[src/rtl/uart_chan_pkg.sv]
package uart_chan_pkg;

  // Register slots, selected by bus address bits 5:2.
  typedef enum logic [3:0] {
    SLOT_MODE = 4'h0,
    SLOT_STAT = 4'h1,
    SLOT_CMD  = 4'h2,
    SLOT_DATA = 4'h3,
    SLOT_AUX  = 4'h4,
    SLOT_IRQ  = 4'h5,
    SLOT_BRH  = 4'h6,
    SLOT_BRL  = 4'h7
  } reg_slot_e;

  typedef enum logic [2:0] {
    MISC_NOP      = 3'd0,
    MISC_PTR_RST  = 3'd1,
    MISC_RX_RST   = 3'd2,
    MISC_TX_RST   = 3'd3,
    MISC_ERR_RST  = 3'd4,
    MISC_BRK_CLR  = 3'd5,
    MISC_BRK_ON   = 3'd6,
    MISC_BRK_OFF  = 3'd7
  } misc_code_e;

  typedef struct packed {
    logic       spare;
    misc_code_e misc;
    logic [1:0] tx_fld;
    logic [1:0] rx_fld;
  } cmd_word_t;

  // Mode register 0 bit that moves the receive interrupt to "FIFO full".
  localparam int MODE_RXSEL_BIT = 6;

  function automatic cmd_word_t split_cmd(input logic [7:0] b);
    return cmd_word_t'(b);
  endfunction

  // Enable-field rule: 1 sets, 2 clears, 0 and 3 keep.
  function automatic logic field_next(input logic cur, input logic [1:0] fld);
    case (fld)
      2'd1:    return 1'b1;
      2'd2:    return 1'b0;
      default: return cur;
    endcase
  endfunction

  function automatic logic [7:0] pack_status(input logic txemp, input logic txrdy,
                                             input logic ffull, input logic rxrdy);
    return {4'b0000, txemp, txrdy, ffull, rxrdy};
  endfunction

  function automatic logic rx_int_pick(input logic sel_full, input logic ffull,
                                       input logic rxrdy);
    return sel_full ? ffull : rxrdy;
  endfunction

  function automatic logic [7:0] pack_isr(input logic brk, input logic rxint,
                                          input logic txint);
    return {5'b00000, brk, rxint, txint};
  endfunction

endpackage

[src/rtl/uart_rxq.sv]
module uart_rxq #(
  parameter int DEPTH = 4,
  parameter int W     = 8,
  localparam int PW   = (DEPTH > 1) ? $clog2(DEPTH) : 1,
  localparam int CW   = $clog2(DEPTH + 1)
) (
  input  logic          clk,
  input  logic          rst_n,
  input  logic          flush,
  input  logic          pop,
  input  logic          push,
  input  logic          force_push,
  input  logic [W-1:0]  din,
  output logic [W-1:0]  dout,
  output logic [CW-1:0] count,
  output logic          full,
  output logic          empty
);

  logic [W-1:0]  mem [DEPTH];
  logic [PW-1:0] rd_ptr;
  logic [CW-1:0] count_n;
  logic [PW-1:0] wr_slot, newest_slot;
  logic          can_pop, room, wr_norm, wr_over;

  function automatic logic [PW-1:0] wrap_idx(input int unsigned s);
    return PW'(s % DEPTH);
  endfunction

  assign full    = (count == CW'(DEPTH));
  assign empty   = (count == '0);
  assign dout    = mem[rd_ptr];
  assign can_pop = pop && !empty;
  assign room    = !full || can_pop;
  assign wr_norm = push && room;
  assign wr_over = push && force_push && !room;

  always_comb begin
    wr_slot     = wrap_idx(int'(rd_ptr) + int'(count));
    newest_slot = wrap_idx(int'(rd_ptr) + int'(count) + DEPTH - 1);
    count_n     = count;
    if (can_pop) count_n = count_n - 1'b1;
    if (wr_norm) count_n = count_n + 1'b1;
  end

  always_ff @(posedge clk) begin
    if (!rst_n || flush) begin
      rd_ptr <= '0;
      count  <= '0;
    end else begin
      count <= count_n;
      if (can_pop) rd_ptr <= wrap_idx(int'(rd_ptr) + 1);
    end
  end

  always_ff @(posedge clk) begin
    if (rst_n && !flush) begin
      if (wr_norm)      mem[wr_slot]     <= din;
      else if (wr_over) mem[newest_slot] <= din;
    end
  end

endmodule

[src/rtl/uart_cmd_exec.sv]
module uart_cmd_exec
  import uart_chan_pkg::*;
(
  input  logic       cmd_we,
  input  logic [7:0] cmd_byte,
  input  logic       tx_en,
  input  logic       rx_en,
  output logic       tx_en_n,
  output logic       rx_en_n,
  output logic       ptr_rst,
  output logic       rx_flush,
  output logic       tx_discard,
  output logic       brk_clr
);

  cmd_word_t c;
  logic      tx_mid, rx_mid;

  always_comb begin
    c          = split_cmd(cmd_byte);
    ptr_rst    = cmd_we && (c.misc == MISC_PTR_RST);
    rx_flush   = cmd_we && (c.misc == MISC_RX_RST);
    tx_discard = cmd_we && (c.misc == MISC_TX_RST);
    brk_clr    = cmd_we && (c.misc == MISC_BRK_CLR);
    tx_mid     = tx_discard ? 1'b0 : tx_en;
    rx_mid     = rx_flush   ? 1'b0 : rx_en;
    tx_en_n    = cmd_we ? field_next(tx_mid, c.tx_fld) : tx_en;
    rx_en_n    = cmd_we ? field_next(rx_mid, c.rx_fld) : rx_en;
  end

endmodule

[src/rtl/uart_tx_hold.sv]
module uart_tx_hold #(
  parameter int W = 8
) (
  input  logic         clk,
  input  logic         rst_n,
  input  logic         load,
  input  logic [W-1:0] din,
  input  logic         discard,
  input  logic         tx_en,
  input  logic         tx_ready,
  output logic         tx_valid,
  output logic [W-1:0] tx_data,
  output logic         hold_empty,
  output logic         tx_fire
);

  logic [W-1:0] hold_q;
  logic         empty_q;

  assign tx_valid   = tx_en && !empty_q;
  assign tx_data    = hold_q;
  assign hold_empty = empty_q;
  assign tx_fire    = tx_valid && tx_ready;

  always_ff @(posedge clk) begin
    if (!rst_n) begin
      empty_q <= 1'b1;
      hold_q  <= '0;
    end else if (discard) begin
      empty_q <= 1'b1;
    end else if (load) begin
      empty_q <= 1'b0;
      hold_q  <= din;
    end else if (tx_fire) begin
      empty_q <= 1'b1;
    end
  end

endmodule

[src/rtl/uart_irq_gen.sv]
module uart_irq_gen
  import uart_chan_pkg::*;
(
  input  logic       clk,
  input  logic       rst_n,
  input  logic       brk_set,
  input  logic       brk_clr,
  input  logic       mask_we,
  input  logic [7:0] mask_wdata,
  input  logic       tx_rdy,
  input  logic       rx_rdy,
  input  logic       ffull,
  input  logic       sel_full,
  output logic [7:0] isr,
  output logic [7:0] mask,
  output logic       irq
);

  logic brk_q;

  always_ff @(posedge clk) begin
    if (!rst_n) begin
      brk_q <= 1'b0;
      mask  <= '0;
    end else begin
      if (brk_set)      brk_q <= 1'b1;
      else if (brk_clr) brk_q <= 1'b0;
      if (mask_we) mask <= mask_wdata;
    end
  end

  assign isr = pack_isr(brk_q, rx_int_pick(sel_full, ffull, rx_rdy), tx_rdy);
  assign irq = |(isr & mask);

endmodule

[src/rtl/uart_chan_ctrl.sv]
module uart_chan_ctrl
  import uart_chan_pkg::*;
#(
  parameter int          DEPTH    = 4,
  parameter logic [15:0] BAUD_DIV = 16'h012C,
  localparam int         CW       = $clog2(DEPTH + 1)
) (
  input  logic       clk,
  input  logic       rst_n,
  input  logic       bus_sel,
  input  logic       bus_wr,
  input  logic [5:0] bus_addr,
  input  logic [7:0] bus_wdata,
  output logic [7:0] bus_rdata,
  input  logic       rx_valid,
  input  logic [7:0] rx_data,
  input  logic       rx_break,
  output logic       rx_ready,
  output logic       tx_valid,
  output logic [7:0] tx_data,
  input  logic       tx_ready,
  output logic       irq
);

  reg_slot_e slot;
  logic wr_mode, wr_cmd, wr_data, wr_mask, rd_data;
  logic [7:0] mode_q [2];
  logic       mptr_q, tx_en_q, rx_en_q;
  logic       tx_en_n, rx_en_n, ptr_rst, flush_evt, tx_discard, brk_clr;
  logic       pop_evt, push_evt, push_acc;
  logic [7:0] q_dout, push_byte;
  logic [CW-1:0] q_count;
  logic       q_full, q_empty, hold_empty, tx_fire;
  logic [7:0] isr, mask, status;

  assign slot    = reg_slot_e'(bus_addr[5:2]);
  assign wr_mode = bus_sel && bus_wr && (slot == SLOT_MODE);
  assign wr_cmd  = bus_sel && bus_wr && (slot == SLOT_CMD);
  assign wr_data = bus_sel && bus_wr && (slot == SLOT_DATA);
  assign wr_mask = bus_sel && bus_wr && (slot == SLOT_IRQ);
  assign rd_data = bus_sel && !bus_wr && (slot == SLOT_DATA);

  assign rx_ready  = rx_en_q && !q_full;
  assign push_acc  = rx_valid && rx_ready;
  assign push_evt  = rx_break || push_acc;
  assign push_byte = rx_break ? 8'h00 : rx_data;
  assign pop_evt   = rd_data;

  uart_cmd_exec u_cmd (
    .cmd_we(wr_cmd), .cmd_byte(bus_wdata), .tx_en(tx_en_q), .rx_en(rx_en_q),
    .tx_en_n(tx_en_n), .rx_en_n(rx_en_n), .ptr_rst(ptr_rst),
    .rx_flush(flush_evt), .tx_discard(tx_discard), .brk_clr(brk_clr)
  );

  always_ff @(posedge clk) begin
    if (!rst_n) begin
      mode_q[0] <= '0;
      mode_q[1] <= '0;
      mptr_q    <= 1'b0;
      tx_en_q   <= 1'b0;
      rx_en_q   <= 1'b0;
    end else begin
      tx_en_q <= tx_en_n;
      rx_en_q <= rx_en_n;
      if (wr_mode) begin
        mode_q[mptr_q] <= bus_wdata;
        mptr_q         <= 1'b1;
      end else if (ptr_rst) begin
        mptr_q <= 1'b0;
      end
    end
  end

  uart_rxq #(.DEPTH(DEPTH), .W(8)) u_rxq (
    .clk(clk), .rst_n(rst_n), .flush(flush_evt), .pop(pop_evt),
    .push(push_evt), .force_push(rx_break), .din(push_byte),
    .dout(q_dout), .count(q_count), .full(q_full), .empty(q_empty)
  );

  uart_tx_hold #(.W(8)) u_tx (
    .clk(clk), .rst_n(rst_n), .load(wr_data), .din(bus_wdata),
    .discard(tx_discard), .tx_en(tx_en_q), .tx_ready(tx_ready),
    .tx_valid(tx_valid), .tx_data(tx_data), .hold_empty(hold_empty),
    .tx_fire(tx_fire)
  );

  uart_irq_gen u_irq (
    .clk(clk), .rst_n(rst_n), .brk_set(rx_break), .brk_clr(brk_clr),
    .mask_we(wr_mask), .mask_wdata(bus_wdata), .tx_rdy(tx_en_q),
    .rx_rdy(!q_empty), .ffull(q_full), .sel_full(mode_q[0][MODE_RXSEL_BIT]),
    .isr(isr), .mask(mask), .irq(irq)
  );

  assign status = pack_status(hold_empty, tx_en_q, q_full, !q_empty);

  always_comb begin
    bus_rdata = 8'h00;
    if (bus_sel && !bus_wr) begin
      case (slot)
        SLOT_MODE: bus_rdata = mode_q[mptr_q];
        SLOT_STAT: bus_rdata = status;
        SLOT_DATA: bus_rdata = q_empty ? 8'h00 : q_dout;
        SLOT_IRQ:  bus_rdata = isr;
        SLOT_BRH:  bus_rdata = BAUD_DIV[15:8];
        SLOT_BRL:  bus_rdata = BAUD_DIV[7:0];
        default:   bus_rdata = 8'h00;
      endcase
    end
  end

endmodule

[config.mk]
export PLATFORM = sky130hd
export DESIGN_NAME = uart_chan_ctrl
export DESIGN_NICKNAME = d
export VERILOG_FILES = /design/src/rtl/uart_chan_pkg.sv /design/src/rtl/uart_rxq.sv /design/src/rtl/uart_cmd_exec.sv /design/src/rtl/uart_tx_hold.sv /design/src/rtl/uart_irq_gen.sv /design/src/rtl/uart_chan_ctrl.sv
export SDC_FILE = /design/constraint.sdc
export NUM_CORES = 1
export LEC_CHECK = 0
export ABC_AREA = 1
export ABC_CLOCK_PERIOD_IN_PS = 4300
export BUFFER_PORTS_ARGS = -buffer_cell sky130_fd_sc_hd__buf_2
export CAP_MARGIN = 20
export CELL_PAD_IN_SITES_DETAIL_PLACEMENT = 1
export CELL_PAD_IN_SITES_GLOBAL_PLACEMENT = 2
export CORE_UTILIZATION = 37
export DETAILED_ROUTE_END_ITERATION = 12
export PLACE_DENSITY_LB_ADDON = 0.1
export SLEW_MARGIN = 0
export SYNTH_ARGS = -nofsm -noshare
export SYNTH_HDL_FRONTEND = slang
export SYNTH_SLANG_ARGS = --single-unit
export TNS_END_PERCENT = 10
[constraint.sdc]
create_clock -name clk -period 4.3 [get_ports clk]
set_input_delay 0.86 -clock clk [delete_from_list [all_inputs] [get_ports clk]]
set_output_delay 0.86 -clock clk [all_outputs]
set_load 0.05 [all_outputs]
==> impl_metrics.ini <==
[die]
start_util_pct = 38.7
num_rows = 34
die_x_um = 98.2
ios = 48
core_um2 = 8850
dieArea_um2 = 9640
die_y_um = 98.2

[critical_path]
arrival_ps = 2500
slowest_stage = dfxtp_1
r2r-start = u_rxq.count[0]$_SDFF_PP0_
critical_path_class = register to output port
worst_setup_path_end_kind = output port
start_kind = register
crit_chain = inv_1, o21ai_0, o21ai_0, nand2_1, nand2_1, a21oi_1, nor2_1, buf_2
reg2reg_depth = 12
max_stage_delay_ps = 710
reg2reg_setup_slack_ps = 1690
rr_endpoint = u_rxq.mem[3][6]$_DFFE_PP_
cp_data_required_time_ps = 3440
crit_fanout = 17

[routing]
dr.pass1.iters = 6
drc = 0
vias = 2773
viasPerCell = 5.01
drt-wirelength-per-cell_um = 15.8
wirelength_mm = 8.75
final_antenna_net_count = 0
drt_iter0_markers = 90

[layout]
nNetsFinal = 475
area_growth_pct = 15.7
design_area_um2 = 3960
antenna_cells = 0
layout-drive-gt1-share_pct = 19.3

[clock_network]
clkTransAtPathRegs_ps = 90
clk_latency_ps = 360
cts.path.max_buffers = 2
postCtsSetupBuffers = 0
tritoncts = yes
cts_num_sinks = 72
htree_levels = 3
cts_buffers = 9
post_cts_resized = 0
cts_hold_buffers = 0
root_buffer = clkbuf_8

[synthesis]
synth.avg_cell_area_um2 = 8.71
syn-instance-count = 393
yosysWarnings = 0
synthFlopType = edfxtp_1
syn_nets = 428
synth_edf_count = 48
synth_cell_types = 29
synthArstFlopShare_pct = 0
ys_ff_latch = 72
netlist_area_um2 = 3420
synth-seq-area-share_pct = 56.1

[pwr]
powerDensity_nw_per_um2 = 383
vdd_ir_drop_max_mv = 0.123
p_leak_nw = 1.71
p_int_w = 0.00113
power_frac_comb_pct = 8.8
power_w = 0.00152
swShare_pct = 25.4
p_switching_w = 0.000386
p_seq_share_pct = 50.6
p_clk_share_pct = 40.7

[placement]
place_congestion = 0.753
place_area_um2 = 3740
dp_hpwl_mm = 6.50
port_buffers = 45

[global_route]
grt_max_degree = 19
track_usage_pct = 19.7
antenna_found_initial = 0
grt-ovfl-total = 0
grt_pass1_vias = 2869
grt_pass1_wl_mm = 14.4

[sta]
rsz0062_at_grt = false
slew_headroom_pct = 44.4
finalCritPeriodShare_pct = 78.1
worst_pin_slew_ps = 830
fmax_mhz = 298
fin_skew_ps = 11.2
drv_slew = 0
setup_viol = 0
final_hold_viol_count = 0
setup_tns_ps = 0
timing.hold.ws_ps = 460
period_minus_slack_ps = 3360

[hold_path]
holdPathEnd = u_irq.mask[0]$_SDFFE_PN0P_
min_path_type = register to register
hold-path-cell-count = 2
hold_start = u_irq.mask[0]$_SDFFE_PN0P_

[run]
maxCapViolations = 0

[status]
status = finished, final reports clean
-- metal layers --
metal	GRT usage, %	part of all wire, %
met1	26.6	49
met2	32.0	46
met3	3.29	3.6
met4	7.23	1.6
met5	0	0
-- flip-flops by register name, indices dropped and copies added (netlist names), named ones only --
| register | count |
|---|---|
| u_rxq.rd_ptr | 2 |
| u_tx.hold_empty | 1 |
| u_irq.mask | 3 |
| rx_en_q | 1 |
| u_irq.brk_q | 1 |
| mptr_q | 1 |
| mode_q | 16 |
| u_tx.tx_data | 8 |
| tx_en_q | 1 |
| u_rxq.mem | 32 |
| u_rxq.count | 3 |
-- cell usage after synthesis (3+ instances only) --
cell,n,area [um^2]
a21oi_1,27,135
edfxtp_1,48,1440
inv_1,39,146
ha_1,6,75.1
nor2_2,9,56.3
o21ai_0,35,175
nand2_1,84,315
buf_2,5,25.0
inv_2,7,26.3
o22ai_1,7,43.8
dfxtp_1,24,480
nor2_1,62,233
clkbuf_1,3,11.3
xor2_1,3,26.3
nand2_2,4,25.0
nand3_1,13,65.1
-- cells in the final DEF (no fill, tap or decap), drive strengths merged, types with 3 or more instances in the layout --
cell | synthesis | routed
buf | 6 | 45
nand2 | 89 | 89
edfxtp | 48 | 48
inv | 46 | 49
clkbuf | 3 | 9
dfxtp | 24 | 24
a21oi | 27 | 27
o22ai | 7 | 7
o21ai | 37 | 37
nand3 | 13 | 13
xor2 | 3 | 3
nor2 | 73 | 73
ha | 6 | 6
-- stage by stage --
stage	cells	util, %	setup WS [ps]
finish	553	44.8	943
global route	553	44.8	713
CTS	553	44.8	895
detailed placement	537	42.2	1140
global placement	537	42.2	1150
floorplan	393	-	1190
-- cell type report --
cell class,count,area (um^2)
well taps,108,135
repair buffers,45,225
flip-flops and latches,72,1920
clock inverters,7,100
fillers,1080,4890
clock buffers,9,124
multi-input cells,266,1280
inverters,46,173
-- power groups by stage --
stage	registers, W	logic [W]	clock network, W
global route	0.000771	0.000152	0.000653
finish	0.000768	0.000133	0.000618
global placement	0.000783	0.000131	0
floorplan	0.000784	0.0000864	0
CTS	0.000768	0.000135	0.000628
detailed placement	0.000784	0.000135	0
-- how the worst max path moves through the flow --
stage / end / slack (ps) / cells past startpoint
finish: bus_rdata[0] / 940 / 8
detailed placement: bus_rdata[3] / 1140 / 7
global placement: bus_rdata[2] / 1150 / 7
CTS: bus_rdata[0] / 900 / 8
global route: bus_rdata[0] / 710 / 8
floorplan: bus_rdata[3] / 1190 / 5
-- critical path: cells and delay by family (launching register included) --
family | cells | cell delay (ps)
and+or+nand+nor | 3 | 210
AOI/OAI and AO/OA | 3 | 590
buffers and inverters | 2 | 620
DFF | 1 | 710
-- logic make-up after synthesis --
family / share of synthesized area [%]
flip-flops: 56.1
AO/OA/AOI/OAI: 12.2
buffers and inverters: 6.43
AND/OR/NAND/NOR: 22.3
adder cells (fa/ha/maj): 2.19
XOR/XNOR: 0.767
No activity file was read; power rests on OpenSTA's default activity.
